<file path="config.mk">
export PLATFORM = sky130hd
export DESIGN_NAME = xbus_ctrl
export DESIGN_NICKNAME = d
export VERILOG_FILES = /design/src/rtl/xbus_pkg.sv /design/src/rtl/xbus_sync.sv /design/src/rtl/xbus_decode.sv /design/src/rtl/xbus_fsm.sv /design/src/rtl/xbus_ctrl.sv
export SDC_FILE = /design/constraint.sdc
export NUM_CORES = 1
export LEC_CHECK = 0
export ABC_AREA = 1
export CAP_MARGIN = 20
export CORE_UTILIZATION = 46
export DETAILED_ROUTE_END_ITERATION = 7
export PLACE_DENSITY = 0.86
export SYNTH_ARGS = -nofsm -noshare
export SYNTH_HDL_FRONTEND = slang
export SYNTH_SLANG_ARGS = --single-unit
</file>
<file path="constraint.sdc">
create_clock -name clk_i -period 2.7 [get_ports clk_i]
set_input_delay 0.405 -clock clk_i [delete_from_list [all_inputs] [get_ports clk_i]]
set_output_delay 0.405 -clock clk_i [all_outputs]
set_load 0.02 [all_outputs]
</file>
<file path="src/rtl/xbus_pkg.sv">
package xbus_pkg;
  localparam int XB_AW = 18;
  localparam int XB_DW = 8;

  typedef enum logic [2:0] {
    ST_IDLE = 3'd0,
    ST_HIT  = 3'd1,
    ST_ADDR = 3'd2,
    ST_ALEF = 3'd3,
    ST_DATA = 3'd4,
    ST_WCHK = 3'd5,
    ST_DONE = 3'd6
  } xbus_state_e;

  localparam logic [1:0] EXT_NONE  = 2'b00;
  localparam logic [1:0] EXT_A16   = 2'b01;
  localparam logic [1:0] EXT_A17   = 2'b10;
endpackage

</file>
<file path="src/rtl/xbus_sync.sv">
module xbus_sync #(
  parameter int   STAGES    = 2,
  parameter logic RESET_VAL = 1'b0
) (
  input  logic clk_i,
  input  logic rst_ni,
  input  logic d_i,
  output logic q_o
);
  logic [STAGES-1:0] chain_q;

  always_ff @(posedge clk_i or negedge rst_ni) begin
    if (!rst_ni) chain_q <= {STAGES{RESET_VAL}};
    else         chain_q <= {chain_q[STAGES-2:0], d_i};
  end

  assign q_o = chain_q[STAGES-1];
endmodule

</file>
<file path="src/rtl/xbus_decode.sv">
module xbus_decode
  import xbus_pkg::*;
#(
  parameter int ROM_BYTES = 8192
) (
  input  logic [XB_AW-1:0] addr_i,
  input  logic [1:0]       cfg_ext_i,
  input  logic             code_i,
  input  logic             strap_i,
  output logic             hit_o,
  output logic [XB_AW-1:0] ext_addr_o
);
  localparam logic [XB_AW:0] ROM_LIMIT = (XB_AW+1)'(ROM_BYTES);

  always_comb begin
    hit_o = code_i && strap_i && ({1'b0, addr_i} < ROM_LIMIT);
  end

  always_comb begin
    ext_addr_o = {2'b00, addr_i[15:0]};
    case (cfg_ext_i)
      EXT_A16: ext_addr_o = {1'b0, addr_i[16:0]};
      EXT_A17: ext_addr_o = addr_i;
      default: ext_addr_o = {2'b00, addr_i[15:0]};
    endcase
  end
endmodule

</file>
<file path="src/rtl/xbus_fsm.sv">
module xbus_fsm
  import xbus_pkg::*;
(
  input  logic             clk_i,
  input  logic             rst_ni,
  input  logic             req_i,
  input  logic             we_i,
  input  logic             code_i,
  input  logic             hit_i,
  input  logic [XB_AW-1:0] ext_addr_i,
  input  logic [XB_DW-1:0] wdata_i,
  input  logic             stall_i,
  input  logic [XB_DW-1:0] rom_rdata_i,
  input  logic [XB_DW-1:0] ad_i,
  output logic             ack_o,
  output logic [XB_DW-1:0] rdata_o,
  output logic             ale_o,
  output logic [XB_DW-1:0] ad_o,
  output logic             ad_oe_o,
  output logic [XB_AW-1:0] addr_o,
  output logic             rd_n_o,
  output logic             wr_n_o,
  output logic             psen_n_o
);
  xbus_state_e      state_q, state_d;
  logic [XB_AW-1:0] addr_q;
  logic [XB_DW-1:0] wdata_q, rdata_q;
  logic             store_q, code_q;
  logic             accept, load_rom, load_bus, strobe_on, addr_phase;

  assign accept   = (state_q == ST_IDLE) && req_i;
  assign load_rom = accept && hit_i;
  assign load_bus = (state_q == ST_WCHK) && !stall_i && !store_q;

  always_comb begin
    state_d = state_q;
    case (state_q)
      ST_IDLE: if (req_i) state_d = hit_i ? ST_HIT : ST_ADDR;
      ST_HIT:  state_d = ST_IDLE;
      ST_ADDR: state_d = ST_ALEF;
      ST_ALEF: state_d = ST_DATA;
      ST_DATA: state_d = ST_WCHK;
      ST_WCHK: if (!stall_i) state_d = ST_DONE;
      ST_DONE: state_d = ST_IDLE;
      default: state_d = ST_IDLE;
    endcase
  end

  always_ff @(posedge clk_i or negedge rst_ni) begin
    if (!rst_ni) state_q <= ST_IDLE;
    else         state_q <= state_d;
  end

  always_ff @(posedge clk_i or negedge rst_ni) begin
    if (!rst_ni) begin
      addr_q  <= '0;
      wdata_q <= '0;
      store_q <= 1'b0;
      code_q  <= 1'b0;
    end else if (accept) begin
      addr_q  <= ext_addr_i;
      wdata_q <= wdata_i;
      store_q <= we_i && !code_i;
      code_q  <= code_i;
    end
  end

  always_ff @(posedge clk_i or negedge rst_ni) begin
    if (!rst_ni)       rdata_q <= '0;
    else if (load_rom) rdata_q <= rom_rdata_i;
    else if (load_bus) rdata_q <= ad_i;
  end

  assign addr_phase = (state_q == ST_ADDR) || (state_q == ST_ALEF);
  assign strobe_on  = (state_q == ST_DATA) || (state_q == ST_WCHK);

  assign ale_o    = (state_q == ST_ADDR);
  assign ad_oe_o  = addr_phase || (strobe_on && store_q);
  assign ad_o     = addr_phase ? addr_q[XB_DW-1:0] : wdata_q;
  assign rd_n_o   = !(strobe_on && !store_q && !code_q);
  assign psen_n_o = !(strobe_on && code_q);
  assign wr_n_o   = !(strobe_on && store_q);
  assign ack_o    = (state_q == ST_HIT) || (state_q == ST_DONE);
  assign rdata_o  = rdata_q;
  assign addr_o   = addr_q;
endmodule

</file>
<file path="src/rtl/xbus_ctrl.sv">
module xbus_ctrl
  import xbus_pkg::*;
#(
  parameter int ROM_BYTES = 8192,
  parameter int SYNC_FF   = 2,
  localparam int ROM_AW   = $clog2(ROM_BYTES)
) (
  input  logic              clk_i,
  input  logic              rst_ni,
  input  logic [1:0]        cfg_ext_i,
  input  logic              rom_strap_i,
  input  logic              req_i,
  input  logic              we_i,
  input  logic              code_i,
  input  logic [XB_AW-1:0]  addr_i,
  input  logic [XB_DW-1:0]  wdata_i,
  output logic              ack_o,
  output logic [XB_DW-1:0]  rdata_o,
  output logic [ROM_AW-1:0] rom_addr_o,
  input  logic [XB_DW-1:0]  rom_rdata_i,
  output logic              ale_o,
  output logic [XB_DW-1:0]  ad_o,
  output logic              ad_oe_o,
  input  logic [XB_DW-1:0]  ad_i,
  output logic [7:0]        ahi_o,
  output logic              a16_o,
  output logic              a17_o,
  output logic              rd_n_o,
  output logic              wr_n_o,
  output logic              psen_n_o,
  input  logic              wait_ni
);
  logic             rst_n_int;
  logic             wait_n_s;
  logic             strap_q;
  logic             hit;
  logic [XB_AW-1:0] ext_addr, addr_q;

  xbus_sync #(.STAGES(2), .RESET_VAL(1'b0)) u_rst_sync (
    .clk_i (clk_i),
    .rst_ni(rst_ni),
    .d_i   (1'b1),
    .q_o   (rst_n_int)
  );

  xbus_sync #(.STAGES(SYNC_FF), .RESET_VAL(1'b1)) u_wait_sync (
    .clk_i (clk_i),
    .rst_ni(rst_n_int),
    .d_i   (wait_ni),
    .q_o   (wait_n_s)
  );

  // strap follows the pin only while the internal reset is held
  always_ff @(posedge clk_i) begin
    if (!rst_n_int) strap_q <= rom_strap_i;
  end

  xbus_decode #(.ROM_BYTES(ROM_BYTES)) u_decode (
    .addr_i    (addr_i),
    .cfg_ext_i (cfg_ext_i),
    .code_i    (code_i),
    .strap_i   (strap_q),
    .hit_o     (hit),
    .ext_addr_o(ext_addr)
  );

  xbus_fsm u_fsm (
    .clk_i      (clk_i),
    .rst_ni     (rst_n_int),
    .req_i      (req_i),
    .we_i       (we_i),
    .code_i     (code_i),
    .hit_i      (hit),
    .ext_addr_i (ext_addr),
    .wdata_i    (wdata_i),
    .stall_i    (!wait_n_s),
    .rom_rdata_i(rom_rdata_i),
    .ad_i       (ad_i),
    .ack_o      (ack_o),
    .rdata_o    (rdata_o),
    .ale_o      (ale_o),
    .ad_o       (ad_o),
    .ad_oe_o    (ad_oe_o),
    .addr_o     (addr_q),
    .rd_n_o     (rd_n_o),
    .wr_n_o     (wr_n_o),
    .psen_n_o   (psen_n_o)
  );

  assign rom_addr_o = addr_i[ROM_AW-1:0];
  assign ahi_o      = addr_q[15:8];
  assign a16_o      = addr_q[16];
  assign a17_o      = addr_q[17];
endmodule

</file>
==> impl_metrics.env <==
export IMPL_path_cells="inv_1 -> nand2_1 -> mux2_2 -> clkdlybuf4s50_1"
export IMPL_synth_most_common_cell="nand2_1"
export IMPL_clock_skew_ns=0.00401
export IMPL_syn_instance_count=274
export IMPL_hp_class="in2async"
export IMPL_worstSetupStartpointType="register"
export IMPL_synth_nets=327
export IMPL_cts_root_buf="clkbuf_8"
export IMPL_num_antenna_cells=0
export IMPL_fillers=371
export IMPL_gp_congestion=0.812
export IMPL_drc_errors=0
export IMPL_synth_area_um2=2250
export IMPL_antenna_found_initial=0
export IMPL_slowest_stage="clkdlybuf4s50_1"
export IMPL_numPortBuffers=95
export IMPL_synth_seq_cells=44
export IMPL_cts_tree="yes"
export IMPL_power_density_nw_per_um2=996
export IMPL_viasPerCell=4.59
export IMPL_drt_first_pass_iters=4
export IMPL_post_drt_wl_per_cell_um=11.7
export IMPL_cap_violations=0
export IMPL_layout_setup_ws_ns=0.187
export IMPL_clock_latency_ns=0.28
export IMPL_ant_nets=0
export IMPL_die_x_um=71.9
export IMPL_tightest_slew_ns=0.518
export IMPL_clk_path_buf_depth=2
export IMPL_multiInputGateArea_um2=782
export IMPL_setup_worst_path_class="reg2out"
export IMPL_yosys_area_top_type="dfrtp_1"
export IMPL_finalSetupViolations=0
export IMPL_r2r_cells=7
export IMPL_drv_slew=0
export IMPL_maxSlewHeadroom_pct=65.5
export IMPL_rows=25
export IMPL_fin_crit_sh_pct=93.1
export IMPL_setup_tns_ns=0
export IMPL_ys_warn_count=0
export IMPL_place_ws_ns=0.496
export IMPL_post_cts_resize_count=0
export IMPL_ioPinCount=96
export IMPL_synth_ff_type="dfrtp_1"
export IMPL_regArea_um2=1110
export IMPL_cp_end_kind="output port"
export IMPL_crit_arrival_ns=2.11
export IMPL_die_area_um2=5170
export IMPL_min_period_ns=2.51
export IMPL_fmax_mhz=398
export IMPL_start_util_pct=47.6
export IMPL_drt_initial_drc_count=81
export IMPL_area_delta_synth_final_pct=40.5
export IMPL_yosys_top_cells_count="nand2_1 (106), dfrtp_1 (41), inv_1 (29)"
export IMPL_r2r_slack_ns=0.98
export IMPL_yosysUniqueCellTypes=23
export IMPL_fin_util_pct=66.9
export IMPL_grt_max_degree=42
export IMPL_cts_setup_buffers=0
export IMPL_drive_above_1_share_pct=7.14
export IMPL_slowest_delay_ns=0.54
export IMPL_grt_pass1_vias=1913
export IMPL_postCtsHoldBufs=0
export IMPL_cts_sinks=44
export IMPL_cp_max_fo=11
export IMPL_post_dp_hpwl_mm=3.62
export IMPL_dieHeight_um=71.9
export IMPL_clk_pin_slew_ns=0.08
export IMPL_vias=1914
export IMPL_netlist_top_cells_area="dfrtp_1 (46%), nand2_1 (18%), buf_4 (7.7%)"
export IMPL_ir_worst_vdd_uv=763
export IMPL_grt_first_pass_wirelength_mm=8.22
export IMPL_p_leak_nw=1.56
export IMPL_grt_ovfl_total=0
export IMPL_synth_enable_flop_cells=1
export IMPL_required_ns=2.30
export IMPL_grtUsageTotal_pct=20.3
export IMPL_h_tree_depth=2
export IMPL_wl_mm=4.88
export IMPL_nets=402
export IMPL_p_total_mw=3.15
export IMPL_core_area_um2=4720
export IMPL_synth_async_sr_flop_share_pct=97.7
export IMPL_finalHoldViolCount=0
export IMPL_rsz0062_at_grt="false"
export IMPL_cts_made_buffers=5
export IMPL_synth_seq_area_share_pct=49.3
export IMPL_status="finished clean"
export IMPL_syn_area_per_cell_um2=8.21
export IMPL_synth_top_area_share_pct=45.6
==> critical path: cells and delay by family (launching register included) <==
kind | cells | cell delay [ns]
buffers and inverters | 2 | 0.66
and+or+nand+nor | 1 | 0.35
DFF | 1 | 0.41
muxes | 1 | 0.40
==> flip-flops by register name, indices dropped and copies added (netlist names) <==
name and flops:
u_fsm.state_q 3, u_wait_sync.chain_q 2, u_fsm.wdata_q 8, strap_q 1, u_fsm.rdata_o 8, u_fsm.store_q 1, u_rst_sync.chain_q 2, u_fsm.code_q 1
u_fsm.addr_o 18
==> area by class of cell <==
cell class,instances,area share [%]
sequential,44,35.1
timing repair buffer,99,31.0
multi-input combinational,169,24.7
inverter,30,3.64
clock buffer,8,2.85
tap,67,2.65
==> logic make-up after synthesis <==
kind of cell	after synthesis	synth area share, %
simple gates	147	27.1
fa+ha+maj	2	1.11
buf+inv	61	16.0
compound gates	13	3.34
mux	6	3.00
flops	44	49.3
other cells	1	0.167
==> per-stage QoR <==
| step | area, um^2 | hold WS, ns | instances |
|---|---|---|---|
| after floorplan | 2250 | 0.109 | 274 |
| final | 3160 | 0.281 | 417 |
| after CTS | 3160 | 0.270 | 417 |
| after global routing | 3160 | 0.259 | 417 |
| after detailed placement | 3070 | 0.347 | 409 |
| after global placement | 3070 | 0.334 | 409 |
==> final timing paths <==
| kind | startpoint | to |
|---|---|---|
| setup reg to reg | u_fsm.state_q[1] | u_fsm.rdata_o[1] |
| max in group asynchronous | u_rst_sync.chain_q[1] | u_wait_sync.chain_q[1] |
| setup / recovery | u_fsm.state_q[2] | ad_o[0] |
| min in group clk_i | u_wait_sync.chain_q[0] | u_wait_sync.chain_q[1] |
| hold reg to reg | u_rst_sync.chain_q[1] | u_fsm.addr_o[5] |
| hold / removal | rst_ni | u_rst_sync.chain_q[0] |
==> routing by layer <==
layer | GRT usage [%] | vias up | share of wire (%)
met3 | 5.83 | 6 | 4.2
li1 | - | 966 | -
met1 | 24.8 | 889 | 44
met5 | 0 | - | 0
met4 | 6.97 | 0 | 1.1
met2 | 34.6 | 53 | 51
==> power by group <==
part / total [mW] / internal (mW) / switching [mW]
sequential: 1.10 / 0.943 / 0.159
combinational: 1.63 / 0.758 / 0.872
clock: 0.416 / 0.209 / 0.207
total: 3.15 / 1.91 / 1.24
==> cells in the final DEF (no fill, tap or decap), types with 2 or more instances in the layout <==
cell	Yosys	final
nand2_1	106	106
clkdlybuf4s50_1	0	95
dfrtp_1	41	40
inv_1	29	29
nand3_1	27	27
o21ai_0	10	10
nor2_1	7	7
mux2_2	6	6
clkbuf_8	0	6
buf_4	23	4
nand2_2	2	2
nand3b_1	2	2
ha_1	2	2
clkbuf_1	0	2
dfstp_2	2	2
Note: power is estimated with default switching activity, not from simulation.
